[config.mk]
export PLATFORM = sky130hd
export DESIGN_NAME = phy_hs_master
export DESIGN_NICKNAME = d
export VERILOG_FILES = /design/src/rtl/phy_hs_pkg.sv /design/src/rtl/phy_hs_sync.sv /design/src/rtl/phy_hs_ackwait.sv /design/src/rtl/phy_hs_seq.sv /design/src/rtl/phy_hs_master.sv
export SDC_FILE = /design/constraint.sdc
export NUM_CORES = 1
export LEC_CHECK = 0
export ABC_AREA = 1
export BUFFER_PORTS_ARGS = -buffer_cell sky130_fd_sc_hd__buf_2
export CAP_MARGIN = 0
export CORE_ASPECT_RATIO = 1.25
export CORE_UTILIZATION = 57
export CTS_CLUSTER_DIAMETER = 150
export DETAILED_ROUTE_END_ITERATION = 16
export PLACE_DENSITY = 0.94
export SETUP_SLACK_MARGIN = 0.3
export SYNTH_ARGS = -nofsm -noshare
export SYNTH_HDL_FRONTEND = slang
export SYNTH_SLANG_ARGS = --single-unit
[constraint.sdc]
create_clock -name clk -period 4.3 [get_ports clk]
set_clock_uncertainty 0.05 [all_clocks]
set_input_delay 0.86 -clock clk [delete_from_list [all_inputs] [get_ports clk]]
set_output_delay 0.86 -clock clk [all_outputs]
set_load 0.03 [all_outputs]
[src/rtl/phy_hs_pkg.sv]
package phy_hs_pkg;

   // payload field shared by address and data
   localparam int unsigned PAYLOAD_W    = 16;
   // strobe bit positions decoded by the PHY
   localparam int unsigned BIT_CAP_ADDR = 16;
   localparam int unsigned BIT_CAP_DATA = 17;
   localparam int unsigned BIT_WR       = 18;
   localparam int unsigned BIT_RD       = 19;
   // acknowledge flag position in the status word
   localparam int unsigned BIT_ACK      = 16;
   localparam int unsigned CTRL_MIN_W   = BIT_RD + 1;
   localparam int unsigned STAT_USED_W  = BIT_ACK + 1;

   typedef enum logic [3:0] {
      ST_IDLE,
      ST_ADR_SET,
      ST_ADR_CAP,
      ST_ADR_REL,
      ST_WD_SET,
      ST_WD_CAP,
      ST_WD_REL,
      ST_WR_STB,
      ST_WR_REL,
      ST_RD_STB,
      ST_RD_REL,
      ST_FIN,
      ST_ABORT
   } step_e;

   typedef struct packed {
      logic                 is_write;
      logic [PAYLOAD_W-1:0] addr;
      logic [PAYLOAD_W-1:0] wdata;
   } cmd_t;

endpackage

[src/rtl/phy_hs_sync.sv]
module phy_hs_sync #(
   parameter int unsigned W      = 17,
   parameter int unsigned STAGES = 2
) (
   input  logic         clk,
   input  logic         rst_n,
   input  logic [W-1:0] d,
   output logic [W-1:0] q
);

   logic [STAGES-1:0][W-1:0] chain_q;

   always_ff @(posedge clk or negedge rst_n) begin
      if (!rst_n) chain_q <= '0;
      else        chain_q <= {chain_q[STAGES-2:0], d};
   end

   assign q = chain_q[STAGES-1];

endmodule

[src/rtl/phy_hs_ackwait.sv]
module phy_hs_ackwait #(
   parameter int unsigned GAP   = 100,
   parameter int unsigned TRIES = 10
) (
   input  logic clk,
   input  logic rst_n,
   input  logic en,      // a wait step is active
   input  logic arm,     // first cycle of a new wait step
   input  logic want,    // expected acknowledge level
   input  logic ack,     // synchronized acknowledge
   output logic hit,
   output logic expire
);

   localparam int unsigned GAP_W = (GAP > 1) ? $clog2(GAP) : 1;
   localparam int unsigned TRY_W = (TRIES > 1) ? $clog2(TRIES) : 1;

   logic [GAP_W-1:0] gap_q;
   logic             sample_now;
   logic             match;
   logic             last_try;

   assign sample_now = en & (arm | (gap_q == '0));
   assign match      = (ack == want);
   assign hit        = sample_now & match;
   assign expire     = sample_now & ~match & last_try;

   always_ff @(posedge clk or negedge rst_n) begin
      if (!rst_n)                  gap_q <= '0;
      else if (sample_now)         gap_q <= GAP_W'(GAP - 1);
      else if (en && gap_q != '0)  gap_q <= gap_q - GAP_W'(1);
   end

   generate
      if (TRIES == 1) begin : g_single
         assign last_try = 1'b1;
      end else begin : g_count
         logic [TRY_W-1:0] tries_q;
         logic [TRY_W-1:0] tries_now;
         assign tries_now = arm ? '0 : tries_q;
         assign last_try  = (tries_now == TRY_W'(TRIES - 1));
         always_ff @(posedge clk or negedge rst_n) begin
            if (!rst_n)          tries_q <= '0;
            else if (sample_now) tries_q <= tries_now + TRY_W'(1);
         end
      end
   endgenerate

endmodule

[src/rtl/phy_hs_seq.sv]
module phy_hs_seq
   import phy_hs_pkg::*;
#(
   parameter int unsigned CTRL_W = 32
) (
   input  logic                 clk,
   input  logic                 rst_n,
   input  logic                 cmd_valid,
   input  cmd_t                 cmd_in,
   input  logic                 ack_hit,
   input  logic                 ack_expire,
   input  logic [PAYLOAD_W-1:0] stat_payload,
   output logic                 wait_en,
   output logic                 wait_arm,
   output logic                 wait_want,
   output logic                 busy,
   output logic                 done,
   output logic                 err,
   output logic [PAYLOAD_W-1:0] rd_data,
   output logic [CTRL_W-1:0]    ctrl
);

   step_e                state_q, state_d;
   cmd_t                 cmd_q, cmd_d;
   logic                 arm_q;
   logic [CTRL_W-1:0]    ctrl_q;
   logic [PAYLOAD_W-1:0] rd_q;

   function automatic logic is_wait(input step_e s);
      case (s)
         ST_ADR_CAP, ST_ADR_REL, ST_WD_CAP, ST_WD_REL,
         ST_WR_STB, ST_WR_REL, ST_RD_STB, ST_RD_REL: is_wait = 1'b1;
         default:                                    is_wait = 1'b0;
      endcase
   endfunction

   function automatic logic wants_high(input step_e s);
      case (s)
         ST_ADR_CAP, ST_WD_CAP, ST_WR_STB, ST_RD_STB: wants_high = 1'b1;
         default:                                     wants_high = 1'b0;
      endcase
   endfunction

   function automatic logic [CTRL_W-1:0] word_for(input step_e s, input cmd_t c);
      logic [CTRL_W-1:0] w;
      w = '0;
      case (s)
         ST_ADR_SET, ST_ADR_REL: w[PAYLOAD_W-1:0] = c.addr;
         ST_ADR_CAP: begin
            w[PAYLOAD_W-1:0] = c.addr;
            w[BIT_CAP_ADDR]  = 1'b1;
         end
         ST_WD_SET, ST_WD_REL, ST_WR_REL: w[PAYLOAD_W-1:0] = c.wdata;
         ST_WD_CAP: begin
            w[PAYLOAD_W-1:0] = c.wdata;
            w[BIT_CAP_DATA]  = 1'b1;
         end
         ST_WR_STB: w[BIT_WR] = 1'b1;
         ST_RD_STB: w[BIT_RD] = 1'b1;
         default: ;
      endcase
      return w;
   endfunction

   always_comb begin
      state_d = state_q;
      cmd_d   = cmd_q;
      case (state_q)
         ST_IDLE: if (cmd_valid) begin
            state_d = ST_ADR_SET;
            cmd_d   = cmd_in;
         end
         ST_ADR_SET: state_d = ST_ADR_CAP;
         ST_ADR_CAP: if (ack_hit) state_d = ST_ADR_REL;
         ST_ADR_REL: if (ack_hit) state_d = cmd_q.is_write ? ST_WD_SET : ST_RD_STB;
         ST_WD_SET:  state_d = ST_WD_CAP;
         ST_WD_CAP:  if (ack_hit) state_d = ST_WD_REL;
         ST_WD_REL:  if (ack_hit) state_d = ST_WR_STB;
         ST_WR_STB:  if (ack_hit) state_d = ST_WR_REL;
         ST_WR_REL:  if (ack_hit) state_d = ST_FIN;
         ST_RD_STB:  if (ack_hit) state_d = ST_RD_REL;
         ST_RD_REL:  if (ack_hit) state_d = ST_FIN;
         default:    state_d = ST_IDLE;
      endcase
      if (is_wait(state_q) && ack_expire) state_d = ST_ABORT;
   end

   always_ff @(posedge clk or negedge rst_n) begin
      if (!rst_n) begin
         state_q <= ST_IDLE;
         cmd_q   <= '0;
         arm_q   <= 1'b0;
         ctrl_q  <= '0;
         rd_q    <= '0;
      end else begin
         state_q <= state_d;
         cmd_q   <= cmd_d;
         arm_q   <= is_wait(state_d) && (state_d != state_q);
         ctrl_q  <= word_for(state_d, cmd_d);
         if (state_q == ST_RD_STB && ack_hit) rd_q <= stat_payload;
      end
   end

   assign wait_en   = is_wait(state_q);
   assign wait_arm  = arm_q;
   assign wait_want = wants_high(state_q);
   assign busy      = (state_q != ST_IDLE);
   assign done      = (state_q == ST_FIN);
   assign err       = (state_q == ST_ABORT);
   assign rd_data   = rd_q;
   assign ctrl      = ctrl_q;

endmodule

[src/rtl/phy_hs_master.sv]
module phy_hs_master
   import phy_hs_pkg::*;
#(
   parameter int unsigned CTRL_W      = 32,
   parameter int unsigned STAT_W      = 32,
   parameter int unsigned CLK_HZ      = 100_000_000,
   parameter int unsigned SAMPLE_GAP  = CLK_HZ / 1_000_000,
   parameter int unsigned MAX_SAMPLES = 10,
   parameter int unsigned SYNC_STAGES = 2
) (
   input  logic                 clk,
   input  logic                 rst_n,
   input  logic                 cmd_valid,
   output logic                 cmd_ready,
   input  logic                 cmd_write,
   input  logic [PAYLOAD_W-1:0] cmd_addr,
   input  logic [PAYLOAD_W-1:0] cmd_wdata,
   output logic                 busy,
   output logic                 done,
   output logic                 timeout_err,
   output logic [PAYLOAD_W-1:0] rd_data,
   output logic [CTRL_W-1:0]    phy_ctrl,
   input  logic [STAT_W-1:0]    phy_stat
);

   localparam int unsigned SYNC_W = STAT_USED_W;

   if (CTRL_W < CTRL_MIN_W) begin : g_bad_ctrl_w
      $error("CTRL_W too narrow for the strobe field");
   end
   if (STAT_W < SYNC_W) begin : g_bad_stat_w
      $error("STAT_W too narrow for the acknowledge flag");
   end
   if (SAMPLE_GAP < 1) begin : g_bad_gap
      $error("SAMPLE_GAP must be at least one cycle");
   end
   if (MAX_SAMPLES < 1) begin : g_bad_tries
      $error("MAX_SAMPLES must be at least one");
   end
   if (SYNC_STAGES < 2) begin : g_bad_sync
      $error("SYNC_STAGES must be at least two");
   end

   logic [SYNC_W-1:0] stat_s;
   logic              wait_en, wait_arm, wait_want;
   logic              ack_hit, ack_expire;
   cmd_t              cmd_in;

   generate
      if (STAT_W > SYNC_W) begin : g_stat_hi
         logic unused_stat_hi;
         assign unused_stat_hi = ^phy_stat[STAT_W-1:SYNC_W];
      end
   endgenerate

   assign cmd_in = '{is_write: cmd_write, addr: cmd_addr, wdata: cmd_wdata};

   phy_hs_sync #(
      .W      (SYNC_W),
      .STAGES (SYNC_STAGES)
   ) u_sync (
      .clk   (clk),
      .rst_n (rst_n),
      .d     (phy_stat[SYNC_W-1:0]),
      .q     (stat_s)
   );

   phy_hs_ackwait #(
      .GAP   (SAMPLE_GAP),
      .TRIES (MAX_SAMPLES)
   ) u_wait (
      .clk    (clk),
      .rst_n  (rst_n),
      .en     (wait_en),
      .arm    (wait_arm),
      .want   (wait_want),
      .ack    (stat_s[BIT_ACK]),
      .hit    (ack_hit),
      .expire (ack_expire)
   );

   phy_hs_seq #(
      .CTRL_W (CTRL_W)
   ) u_seq (
      .clk          (clk),
      .rst_n        (rst_n),
      .cmd_valid    (cmd_valid),
      .cmd_in       (cmd_in),
      .ack_hit      (ack_hit),
      .ack_expire   (ack_expire),
      .stat_payload (stat_s[PAYLOAD_W-1:0]),
      .wait_en      (wait_en),
      .wait_arm     (wait_arm),
      .wait_want    (wait_want),
      .busy         (busy),
      .done         (done),
      .err          (timeout_err),
      .rd_data      (rd_data),
      .ctrl         (phy_ctrl)
   );

   assign cmd_ready = ~busy;

endmodule

==> metrics.md, run 1 <==
| Metric | Value |
|---|---|
| # IOs | `120` |
| Post-synth EDFFs | `0` |
| Die Wd | `between 80 and 90 um` |
| Least-Margin Pin Slew | `about 0.83 ns` |
| Num CTS Buffers | `17` |
| WP data required | `4.70 ns` |
| Peak VDD IR | `0.0006132 V` |
| Power Density | `between 800 and 900 mW/mm2` |
| First-pass GRT wire length | `between 15,000 and 20,000 um` |
| Fin crit share | `63.72%` |
| Initial antenna violation count | `0` |
| Post-layout min period | `between 2 and 3 ns` |
| Diode count | `0` |
| Finished Layout Cells | `just under 700` |
| Hold Startpoint | `u_sync.chain_q[11]` |
| Post-synthesis sequential area ratio | `62.48%` |
| Starting DRT DRC Count | `between 200 and 300` |
| Via density | `between 5 and 6` |
| Post-CTS Hold Fix Bufs | `0` |
| ANT nets after route | `0` |
| IO buf count | `between 90 and 100` |
| CTS max path bufs | `2` |
| Mapped Cells | `approximately 480` |
| Vias in the first global route | `3,837` |
| Reg2reg setup slack | `1.56 ns` |
| Switching part of the total | `between 40% and 50%` |
| YS warnings | `0` |
| Cell Area, Synth | `0.004766 mm2` |
| WS Path Type | `reg2reg` |
| DR DRC count | `0` |
| Root Driver | `clkbuf_8` |
| Worst slew margin | `44.39%` |
| WHS Path Cells | `0` |
| Routed wire length | `roughly 11,000 um` |
| Leakage power | `0.003235 uW` |
| Post-synth cell types | `32` |
| Syn Area/Cell | `about 10 um2` |
| Area Growth Syn to Fin | `22.74%` |
| Yosys reg bits | `~120` |
| Grt ovf | `0` |
| RePlAce Congestion | `just over 1` |
| Clock Latency Late Sink | `roughly 0.51 ns` |
| Total core area | `0.007928 mm2` |
| FF-to-FF path depth | `15` |
| Final hold slack | `between 0.2 and 0.3 ns` |
| Clk slew on worst S/H paths | `roughly 0.060 ns` |
| Final HPWL DP | `6537 um` |
| Hold crit path type | `reg2reg` |
| Final Hold Viols | `0` |
| Pint | `approximately 2800 uW` |
| Clk sink count | `between 100 and 150` |
| # nets final | `around 650` |
| CP startpoint | `u_seq.state_q[0]` |
| RSZ-0062 raised after global routing | `no` |
| Commonest non-fill, non-tap cells in the layout | `170 x nand2_1, 119 x dfrtp_1, 91 x buf_2` |
| GRT Overall Usage | `between 20% and 30%` |
| Pre-CTS setup slack | `approximately 1.7 ns` |
| Initial core utilization | `60.12%` |
| Most common cell after layout, fill and taps aside | `nand2_1` |
| Register share of total power | `roughly a third` |
| Synth async-reset ratio | `between 90% and 100%` |
| Total Neg Setup Slack | `0 ns` |
| FF-to-FF Start | `u_seq.state_q[0]` |
| Clk pwr share | `28.6%` |
| Wirelength per Cell | `15.98 um` |
| CP endpoint kind | `flip-flop` |
| Setup ws final | `about 1.6 ns` |
| Layout cells sized above 1 | `between 30% and 40%` |
| Startpoint types | `flip-flop` |
| Sw Pwr | `between 2000 and 2500 uW` |
| Hold EP | `u_sync.q[11]` |
| Placed cells | `between 600 and 700` |
| Max cap viols | `0` |
| Largest net degree at the start of global routing | `67` |
| H-tree levels | `4` |
| Achievable frequency | `approximately 360 MHz` |
| CTS tree | `built` |
| Critical path peak fanout | `16` |
| Fin. max-slew vios | `0` |
| Most used flip-flop cell after synthesis | `dfrtp_1` |
| Resized cells post-CTS | `0` |
| Critical Path AT | `between 3 and 4 ns` |
| Via count | `roughly 3,700` |
| Status | `finished, final reports clean` |
| Std-Cell Rows | `36` |
| 1st-pass router iterations | `6` |
| Chip height | `around 100 um` |
| Combinational Power Share | `between 30% and 40%` |
| Setup violations, final | `0` |
| Crit Reg-Reg Endpoint | `u_seq.ctrl[13]` |
| Full die area | `0.008733 mm2` |
| Post-CTS setup buffers | `0` |
power by group through the flow:
stage | logic (uW) | registers [uW] | clock network (uW)
detailed placement | 1740 | 1620 | 0
floorplan | 1160 | 1780 | 0
global route | 2020 | 1640 | 1440
global placement | 1660 | 1600 | 0
finish | 1830 | 1620 | 1380
CTS | 1810 | 1610 | 1390
registers in the layout, indices dropped and copies added (netlist names):
name / count
u_wait.g_count.tries_q: 4
u_seq.cmd_q: 33
u_seq.rd_data: 16
u_sync.chain_q: 17
u_wait.gap_q: 7
u_seq.ctrl: 20
u_seq.state_q: 4
u_seq.wait_arm: 1
u_sync.q: 17
cells in the mapped netlist (6+ instances only):
master	count	share of area [%]
mux2_2	16	3.8
dfrtp_1	119	62
buf_4	12	1.9
inv_1	23	1.8
a21oi_1	6	0.63
o21ai_0	10	1.1
nand3_1	24	2.5
nor2_1	21	1.7
inv_2	8	0.63
nand2_1	170	13
nand2_2	19	2.5
clkbuf_1	7	0.55
metal layers:
| layer | global-route usage (%) | up-vias | routed length (um) |
|---|---|---|---|
| met1 | 32.34 | 1795 | 4019 |
| li1 | - | 1673 | - |
| met3 | 8.413 | 40 | 741 |
| met4 | 14.04 | 0 | 386 |
| met5 | 0 | - | 0 |
| met2 | 45.93 | 200 | 5814 |
worst max-delay path, stage by stage, from the launching register on:
cell	delay, ns
dfrtp_1	0.46
nand2_4	0.15
inv_2	0.07
o21ai_2	0.19
nand2_4	0.12
nor2_8	0.18
nand3_2	0.15
o21ai_1	0.24
nand2_1	0.14
nand2_1	0.13
nand2_2	0.09
nand3_1	0.12
nand2_1	0.11
nand2_4	0.24
nand2_1	0.12
nand2_1	0.07
per-stage QoR:
stage	utilization [%]	power, uW	area [um2]
2_1_floorplan	-	2939	4807
3_3_place_gp	66.45	3264	5268
3_5_place_dp	66.45	3356	5268
4_1_cts	73.78	4814	5849
5_1_grt	73.78	5102	5849
6_report	73.78	4825	5849
kinds of logic after synthesis:
kind of cell / count (synthesis) / synth area share, %
muxes: 16 / 3.780
AOI/OAI and AO/OA: 21 / 2.468
xor gates and xnor gates: 2 / 0.3676
and+or+nand+nor: 258 / 24.34
adders and majority gates: 3 / 0.7877
other: 1 / 0.07869
DFF: 119 / 62.48
buffers and inverters: 55 / 5.697
how the worst max path moves through the flow:
stage	to	slack, ns	cells past startpoint
2_1_floorplan	u_seq.ctrl[0]	1.95	13
3_3_place_gp	u_seq.wait_arm	1.79	12
3_5_place_dp	u_seq.ctrl[0]	1.74	13
4_1_cts	u_seq.wait_arm	1.66	16
5_1_grt	u_seq.ctrl[11]	1.41	13
6_report	u_seq.ctrl[13]	1.56	15
cell type report:
| cell class | count | area (um2) |
|---|---|---|
| Clock buffer | 17 | 414.1 |
| Clock inverter | 15 | 167.7 |
| Fill cell | 480 | 2078 |
| Inverter | 32 | 120.1 |
| Multi-Input combinational cell | 312 | 1558 |
| Sequential cell | 119 | 2978 |
| Tap cell | 95 | 118.9 |
| Timing Repair Buffer | 96 | 493.0 |
No activity file was read; power rests on OpenSTA's default activity.
==> run 2: changes to the inputs <==
--- a/config.mk
+++ b/config.mk
@@ -5,14 +5,14 @@
 export SDC_FILE = /design/constraint.sdc
 export NUM_CORES = 1
 export LEC_CHECK = 0
-export ABC_AREA = 1
+export ABC_AREA = 0
 export BUFFER_PORTS_ARGS = -buffer_cell sky130_fd_sc_hd__buf_2
 export CAP_MARGIN = 0
 export CORE_ASPECT_RATIO = 1.25
-export CORE_UTILIZATION = 57
+export CORE_UTILIZATION = 48
 export CTS_CLUSTER_DIAMETER = 150
 export DETAILED_ROUTE_END_ITERATION = 16
-export PLACE_DENSITY = 0.94
+export PLACE_DENSITY = 0.85
 export SETUP_SLACK_MARGIN = 0.3
 export SYNTH_ARGS = -nofsm -noshare
 export SYNTH_HDL_FRONTEND = slang
==> constraint.sdc (replaced) <==
create_clock -name clk -period 2.48 [get_ports clk]
set_clock_uncertainty 0.05 [all_clocks]
set_input_delay 0.496 -clock clk [delete_from_list [all_inputs] [get_ports clk]]
set_output_delay 0.496 -clock clk [all_outputs]
set_load 0.03 [all_outputs]
==> run 2 against run 1 <==
  * Routed wire length fell by 2.5%
  * Register-to-register slack got worse by 1.5 ns
  * Critical path depth fell by 7
  * First-iteration DRC count fell by 56%
==> metrics.md, run 2 <==
| Metric | Value |
|---|---|
| Status | `finished, final reports clean` |
| Initial antenna violation count | `0 (unchanged)` |
| Grt ovf | `0 (unchanged)` |
| Synth Area in Simple Gates | `8.813% (-16 points)` |
| # nets final | `594 (-8.5%)` |
| DR DRC count | `0 (unchanged)` |
| Root Driver | `clkbuf_16` |
| WS Path Type | `reg2reg` |
| Post-synth cell types | `55 (+72%)` |
| IO buf count | `92 (unchanged)` |
| Critical Path AT | `2.68 ns (-0.46 ns)` |
| Chip height | `114.6 um (+10%)` |
| Wirelength per Cell | `16.14 um (+0.99%)` |
| WP data required | `2.72 ns (-1.98 ns)` |
| Leakage power | `0.003340 uW (+3.2%)` |
| ANT nets after route | `0 (unchanged)` |
| Final hold slack | `0.1433 ns (-0.1555 ns)` |
| First-pass GRT wire length | `16,890 um (-8.5%)` |
| CTS max path bufs | `2 (unchanged)` |
| Diode count | `0 (unchanged)` |
| # IOs | `120 (unchanged)` |
| Cell Area, Synth | `0.004870 mm2 (+2.2%)` |
| Num CTS Buffers | `17 (unchanged)` |
| Setup violations, final | `0 (unchanged)` |
| Util after Layout | `68.73% (-5.1 points)` |
| Peak VDD IR | `0.0009277 V (+51%)` |
| Post-synth top area share | `61.15% (-1.3 points)` |
| Clk slew on worst S/H paths | `0.06 ns (about the same)` |
| Achievable frequency | `409.6 MHz (+12%)` |
| Largest net degree at the start of global routing | `70 (+4.5%)` |
| Least-Margin Pin Slew | `0.5142 ns (-0.3199 ns)` |
| Power Density | `1496 mW/mm2 (+81%)` |
| Worst slew margin | `65.72% (+21 points)` |
| Via density | `5.159 (-4.6%)` |
| Std-Cell Rows | `40 (+11%)` |
| RSZ-0062 raised after global routing | `yes` |
| Syn Area/Cell | `12.78 um2 (+27%)` |
| Synth top area cells | `dfrtp_1 61%, mux2_2 7.6%, mux2i_1 3.7%` |
| Largest family of logic cells by synthesized area | `compound AO/OA/AOI/OAI gates` |
| Total core area | `0.009759 mm2 (+23%)` |
| H-tree levels | `4 (unchanged)` |
| Final HPWL DP | `6929 um (+6.0%)` |
| Most common cell after layout, fill and taps aside | `dfrtp_1` |
| Fin. max-slew vios | `0 (unchanged)` |
| GRT Overall Usage | `21.05% (-6.6 points)` |
| Post-layout min period | `2.442 ns (-0.2983 ns)` |
| Post-synthesis mux area share | `11.33% (+7.6 points)` |
| Initial core utilization | `49.90% (-10 points)` |
| Hold crit path type | `in2reg` |
| Clk sink count | `119 (unchanged)` |
| Die Wd | `92.09 um (+9.9%)` |
| Max cap viols | `0 (unchanged)` |
| Starting DRT DRC Count | `116 (-56%)` |
| Pwr Total | `10,030 uW (+110%)` |
| Post-Synth Adder-Cell Area | `0.7708% (-0.017 points)` |
| Yosys reg bits | `119 (unchanged)` |
| Full die area | `0.01055 mm2 (+21%)` |
| Fin crit share | `98.45% (+35 points)` |
| YS warnings | `0 (unchanged)` |
| 1st-pass router iterations | `4 (-2)` |
| Mapped Cells | `381 (-20%)` |
| Commonest non-fill, non-tap cells in the layout | `117 x dfrtp_1, 89 x buf_2, 39 x buf_4` |
| Vias in the first global route | `3,502 (-8.7%)` |
| Layout cells sized above 1 | `47.95% (+16 points)` |
| Xor and xnor area share after synthesis | `0.1799% (-0.19 points)` |
| Synth async-reset ratio | `100.0% (unchanged)` |
| Post-synth EDFFs | `0 (unchanged)` |
| Biggest register | `u_seq.cmd_q` |
| Final Hold Viols | `0 (unchanged)` |
| Post-synthesis sequential area ratio | `61.15% (-1.3 points)` |
| Via count | `3,415 (-7.9%)` |
| CTS tree | `built` |
| Routed wire length | `10,680 um (-2.5%)` |
| Startpoint types | `flip-flop` |
| Clock Latency Late Sink | `0.41 ns (-0.10 ns)` |
| Most used flip-flop cell after synthesis | `dfrtp_1` |
| Critical path peak fanout | `7 (-9)` |
| RePlAce Congestion | `0.8748 (-13%)` |
| Leading area contributor after synthesis | `dfrtp_1` |
| Synth top cells by count | `119 x dfrtp_1, 33 x mux2_2, 25 x nor2_1` |
| Area Growth Syn to Fin | `37.74%` |
| Synth Area in Compound Gates | `11.87% (+9.4 points)` |
| CP endpoint kind | `flip-flop` |
| Max reg flops | `33 (unchanged)` |
| Most frequent cell after synthesis | `dfrtp_1` |
## run 2: worst max-delay path: stages, from the launching register on
cell,delay [ns]
dfrtp_1,0.41
or4b_4,0.55
a31oi_4,0.26
o211ai_1,0.16
nand2_2,0.14
nand3b_1,0.13
a32oi_4,0.33
buf_8,0.19
o2bb2ai_4,0.07
## run 2: area by class of cell
| type | count | area [um2] |
|---|---|---|
| fillers | 701 | 3052 |
| flip-flops and latches | 119 | 2980 |
| multi-input cells | 218 | 1882 |
| repair buffers | 142 | 954.7 |
| clock buffers | 19 | 442.9 |
| clock inverters | 13 | 193.9 |
| well taps | 126 | 157.7 |
| inverters | 25 | 96.34 |
## run 2: timing repair
item | 4_1_cts | 5_1_grt
setup endpoints to repair | 19 | 41
hold endpoints to repair | 23 | 0
setup buffers | 5 | 13
gates cloned | 0 | 2
hold buffers | 1 | 0
resized for setup | 15 | 37
pin swaps | 5 | 14
## run 2: through the flow
stage	TNS (ns)	area (um2)	instances	setup slack (ns)
final	0	6708	662	0.03840
after global routing	-0.2872	6708	662	-0.03279
after CTS	0	6419	647	0.1183
after detailed placement	-1.167	5650	609	-0.09787
after global placement	-0.1964	5650	609	-0.02775
after floorplan	0	5027	392	0.1254
## run 2: worst paths after layout
kind | cells after the start | to | from | slack [ns]
max in group asynchronous | 3 | u_seq.wait_arm | rst_n | 1.19
min in group asynchronous | 2 | u_seq.cmd_q[30] | rst_n | 0.51
worst min-delay path | 1 | u_sync.chain_q[8] | phy_stat[8] | 0.14
worst max register to register | 8 | u_seq.ctrl[1] | u_seq.state_q[2] | 0.04
worst min register to register | 0 | u_sync.q[15] | u_sync.chain_q[15] | 0.30
worst max-delay path | 8 | u_seq.ctrl[1] | u_seq.state_q[2] | 0.04
## run 2: report_power, final
| part | leakage [uW] | total (uW) | switching, uW | internal (uW) |
|---|---|---|---|---|
| sequential | 0.00146 | 2900 | 293 | 2610 |
| combinational | 0.00158 | 4530 | 2530 | 2000 |
| clock | 0.000297 | 2600 | 882 | 1720 |
## run 2: logic make-up after synthesis
group                    after synthesis
flip-flops                           119
AND/OR/NAND/NOR                       82
AO/OA/AOI/OAI                         69
buffers and inverters                 55
multiplexers                          51
adder cells (fa/ha/maj)                3
other                                  1
XOR/XNOR                               1
## run 2: layer usage
layer,part of all wire [%],track usage [%],up-vias,wire (um)
met5,0,0,-,0
met4,1.6,8.438,0,169
met3,4.7,6.972,14,501
met2,53,35.92,91,5664
met1,41,24.45,1703,4347
li1,-,-,1607,-
==> run 3: changes to the inputs <==
--- a/config.mk
+++ b/config.mk
@@ -12,7 +12,8 @@
 export CORE_UTILIZATION = 48
 export CTS_CLUSTER_DIAMETER = 150
 export DETAILED_ROUTE_END_ITERATION = 16
-export PLACE_DENSITY = 0.85
+export MAX_ROUTING_LAYER = met4
+export PLACE_DENSITY = 0.76
 export SETUP_SLACK_MARGIN = 0.3
 export SYNTH_ARGS = -nofsm -noshare
 export SYNTH_HDL_FRONTEND = slang
==> run 3 against run 2 <==
  * Die area did not move
  * Clock power barely moved
  * Worst hold slack got worse by 0.14 ns
  * Setup slack got worse by 0.030 ns
  * Register-to-register slack got worse by 0.03 ns
  * Non-clock buffer count rose by 10
  * Critical endpoint is now u_seq.ctrl[8]
  * Largest power group unchanged
  * Highest routed layer unchanged
==> metrics.md, run 3 (synthesis results as in run 2) <==
| Metric | Value |
|---|---|
| Num CTS Buffers | `17 (unchanged)` |
| Via density | `5.411 (+4.9%)` |
| Final Hold Viols | `0 (unchanged)` |
| Worst Path Buf+Inv | `3 (+2)` |
| Via count | `3,636 (+6.5%)` |
| Die Wd | `92.09 um (unchanged)` |
| Fillers | `627 (-11%)` |
| Met3 usage | `6.640% (-0.33 points)` |
| Setup violations, final | `0 (unchanged)` |
| RePlAce Congestion | `0.8832 (+0.96%)` |
| Wirelength per Cell | `18.52 um (+15%)` |
| Util after Layout | `70.27% (+1.5 points)` |
| Post-layout min period | `2.472 ns (+0.03024 ns)` |
| FF-to-FF Start | `u_seq.state_q[2]` |
| Placed cell area | `0.005685 mm2 (+0.62%)` |
| CP Cell Sequence | `or4bb_4 -> buf_6 -> a31oi_4 -> o211ai_1 -> nand2_2 -> nand2_4 -> buf_4 -> a21oi_4 -> clkbuf_16 -> o2bb2ai_1` |
| Clk sink count | `119 (unchanged)` |
| RSZ-0062 raised after global routing | `yes` |
| Least-Margin Pin Slew | `0.5341 ns (+0.01992 ns)` |
| WP data required | `2.77 ns (+0.05 ns)` |
| # IOs | `120 (unchanged)` |
| Commonest non-fill, non-tap cells in the layout | `119 x dfrtp_1, 90 x buf_2, 43 x buf_4` |
| Vias in the first global route | `3,796 (+8.4%)` |
| CTS max path bufs | `2 (unchanged)` |
| Clock Latency Late Sink | `0.42 ns (about the same)` |
| Critical path peak fanout | `8 (+1)` |
| Most common cell after layout, fill and taps aside | `dfrtp_1` |
| Achievable frequency | `404.6 MHz (-1.2%)` |
| Delay-heaviest family, CP | `simple AND/OR/NAND/NOR gates` |
| IO buf count | `92 (unchanged)` |
| Critical Path AT | `2.76 ns (+0.08 ns)` |
| Max reg flops | `33 (unchanged)` |
| Hold crit path type | `in2async` |
| Diode count | `0 (unchanged)` |
| Initial core utilization | `49.90% (unchanged)` |
| Biggest register | `u_seq.cmd_q` |
| FF/Latch Area | `0.002978 mm2 (about the same)` |
| First-pass GRT wire length | `17,990 um (+6.5%)` |
| WS Path Type | `reg2reg` |
| Leakage power | `0.003443 uW (+3.1%)` |
| Clk slew on worst S/H paths | `0.05 ns (about the same)` |
| GRT Overall Usage | `23.60% (+2.6 points)` |
| 1st-pass router iterations | `4 (unchanged)` |
| Root Driver | `clkbuf_16` |
| Area Growth Syn to Fin | `40.83%` |
| Grt ovf | `0 (unchanged)` |
| GRT Max-Usage Layer | `met2` |
| Met2 usage | `40.85% (+4.9 points)` |
| Max cap viols | `0 (unchanged)` |
| Worst slew margin | `64.39% (-1.3 points)` |
| Status | `finished, final reports clean` |
| Power Density | `1503 mW/mm2 (+0.47%)` |
| Slowest CP cell | `or4bb_4` |
| Total core area | `0.009759 mm2 (unchanged)` |
| Starting DRT DRC Count | `251 (+120%)` |
| CP endpoint kind | `flip-flop` |
| CTS tree | `built` |
| DR DRC count | `0 (unchanged)` |
| Layout cells sized above 1 | `50.18% (+2.2 points)` |
| Design Area, Final | `0.006858 mm2 (+2.2%)` |
| CP peak stage delay | `0.54 ns (about the same)` |
| Routed wire length | `12,440 um (+16%)` |
| Final hold slack | `0.007567 ns (-0.1357 ns)` |
| Met1 Usage GRT | `24.97% (+0.52 points)` |
| CP startpoint | `u_seq.state_q[2]` |
| Post-CTS Hold Fix Bufs | `0 (-1)` |
| Chip height | `114.6 um (unchanged)` |
| H-tree levels | `4 (unchanged)` |
| Initial antenna violation count | `0 (unchanged)` |
| # nets final | `604 (+1.7%)` |
| Startpoint types | `flip-flop` |
| Largest net degree at the start of global routing | `61 (-13%)` |
| Std-Cell Rows | `40 (unchanged)` |
| Area occupied by multi-input gates | `0.001959 mm2 (+4.1%)` |
| Fin crit share | `99.67% (+1.2 points)` |
| ANT nets after route | `0 (unchanged)` |
| Full die area | `0.01055 mm2 (unchanged)` |
| Peak VDD IR | `0.001007 V (+8.5%)` |
| Fin. max-slew vios | `0 (unchanged)` |
| Final HPWL DP | `7202 um (+3.9%)` |
## run 3: cell count changes in the layout (fill, tap and decap cells not counted), sizes merged
cell | previous run | this run
buf | 140 | 150
inv | 28 | 27
clkinvlp | 4 | 2
dlygate4sd3 | 1 | 0
clkinv | 2 | 3
clkbuf | 20 | 23
## run 3: cell type report
cell class | count | share of cell area [%]
flip-flops and latches | 119 | 43.42
multi-input cells | 218 | 28.57
repair buffers | 152 | 15.23
clock buffers | 21 | 6.568
clock inverters | 11 | 2.500
well taps | 126 | 2.299
inverters | 25 | 1.405
## run 3: what timing repair did
action | 4_1_cts | 5_1_grt
setup buffers | 16 | 10
resized for setup | 28 | 40
setup endpoints to repair | 39 | 45
pin swaps | 12 | 12
gates cloned | 0 | 2
## run 3: stage by stage
step                      setup WS, ns  TNS (ns)  cells  total power (uW)
after floorplan                 0.1254         0    392              5534
after global placement         0.01988         0    612              6459
after detailed placement      -0.09435    -1.125    612              6644
after CTS                      0.07327         0    660              9638
after global routing          -0.05337   -0.7416    672             10740
final                         0.008155         0    672             10310
## run 3: final timing paths
path / end / slack (ns) / cells past startpoint
min in group clk: u_sync.chain_q[2] / 0.13 / 1
worst max register to register: u_seq.ctrl[8] / 0.008 / 10
worst min-delay path: u_sync.q[1] / 0.008 / 1
max in group asynchronous: u_seq.rd_data[6] / 1.68 / 2
worst min register to register: u_sync.q[5] / 0.30 / 0
worst max-delay path: u_seq.ctrl[8] / 0.008 / 10
## run 3: power by group
| part | internal (uW) | switching (uW) |
|---|---|---|
| clock network | 1710 | 866 |
| registers | 2610 | 333 |
| logic | 2070 | 2720 |
## run 3: per-layer routing
metal | vias up | routed length (um)
li1 | 1621 | -
met1 | 1820 | 4743
met2 | 152 | 6720
met3 | 43 | 584
met4 | 0 | 393
met5 | - | 0
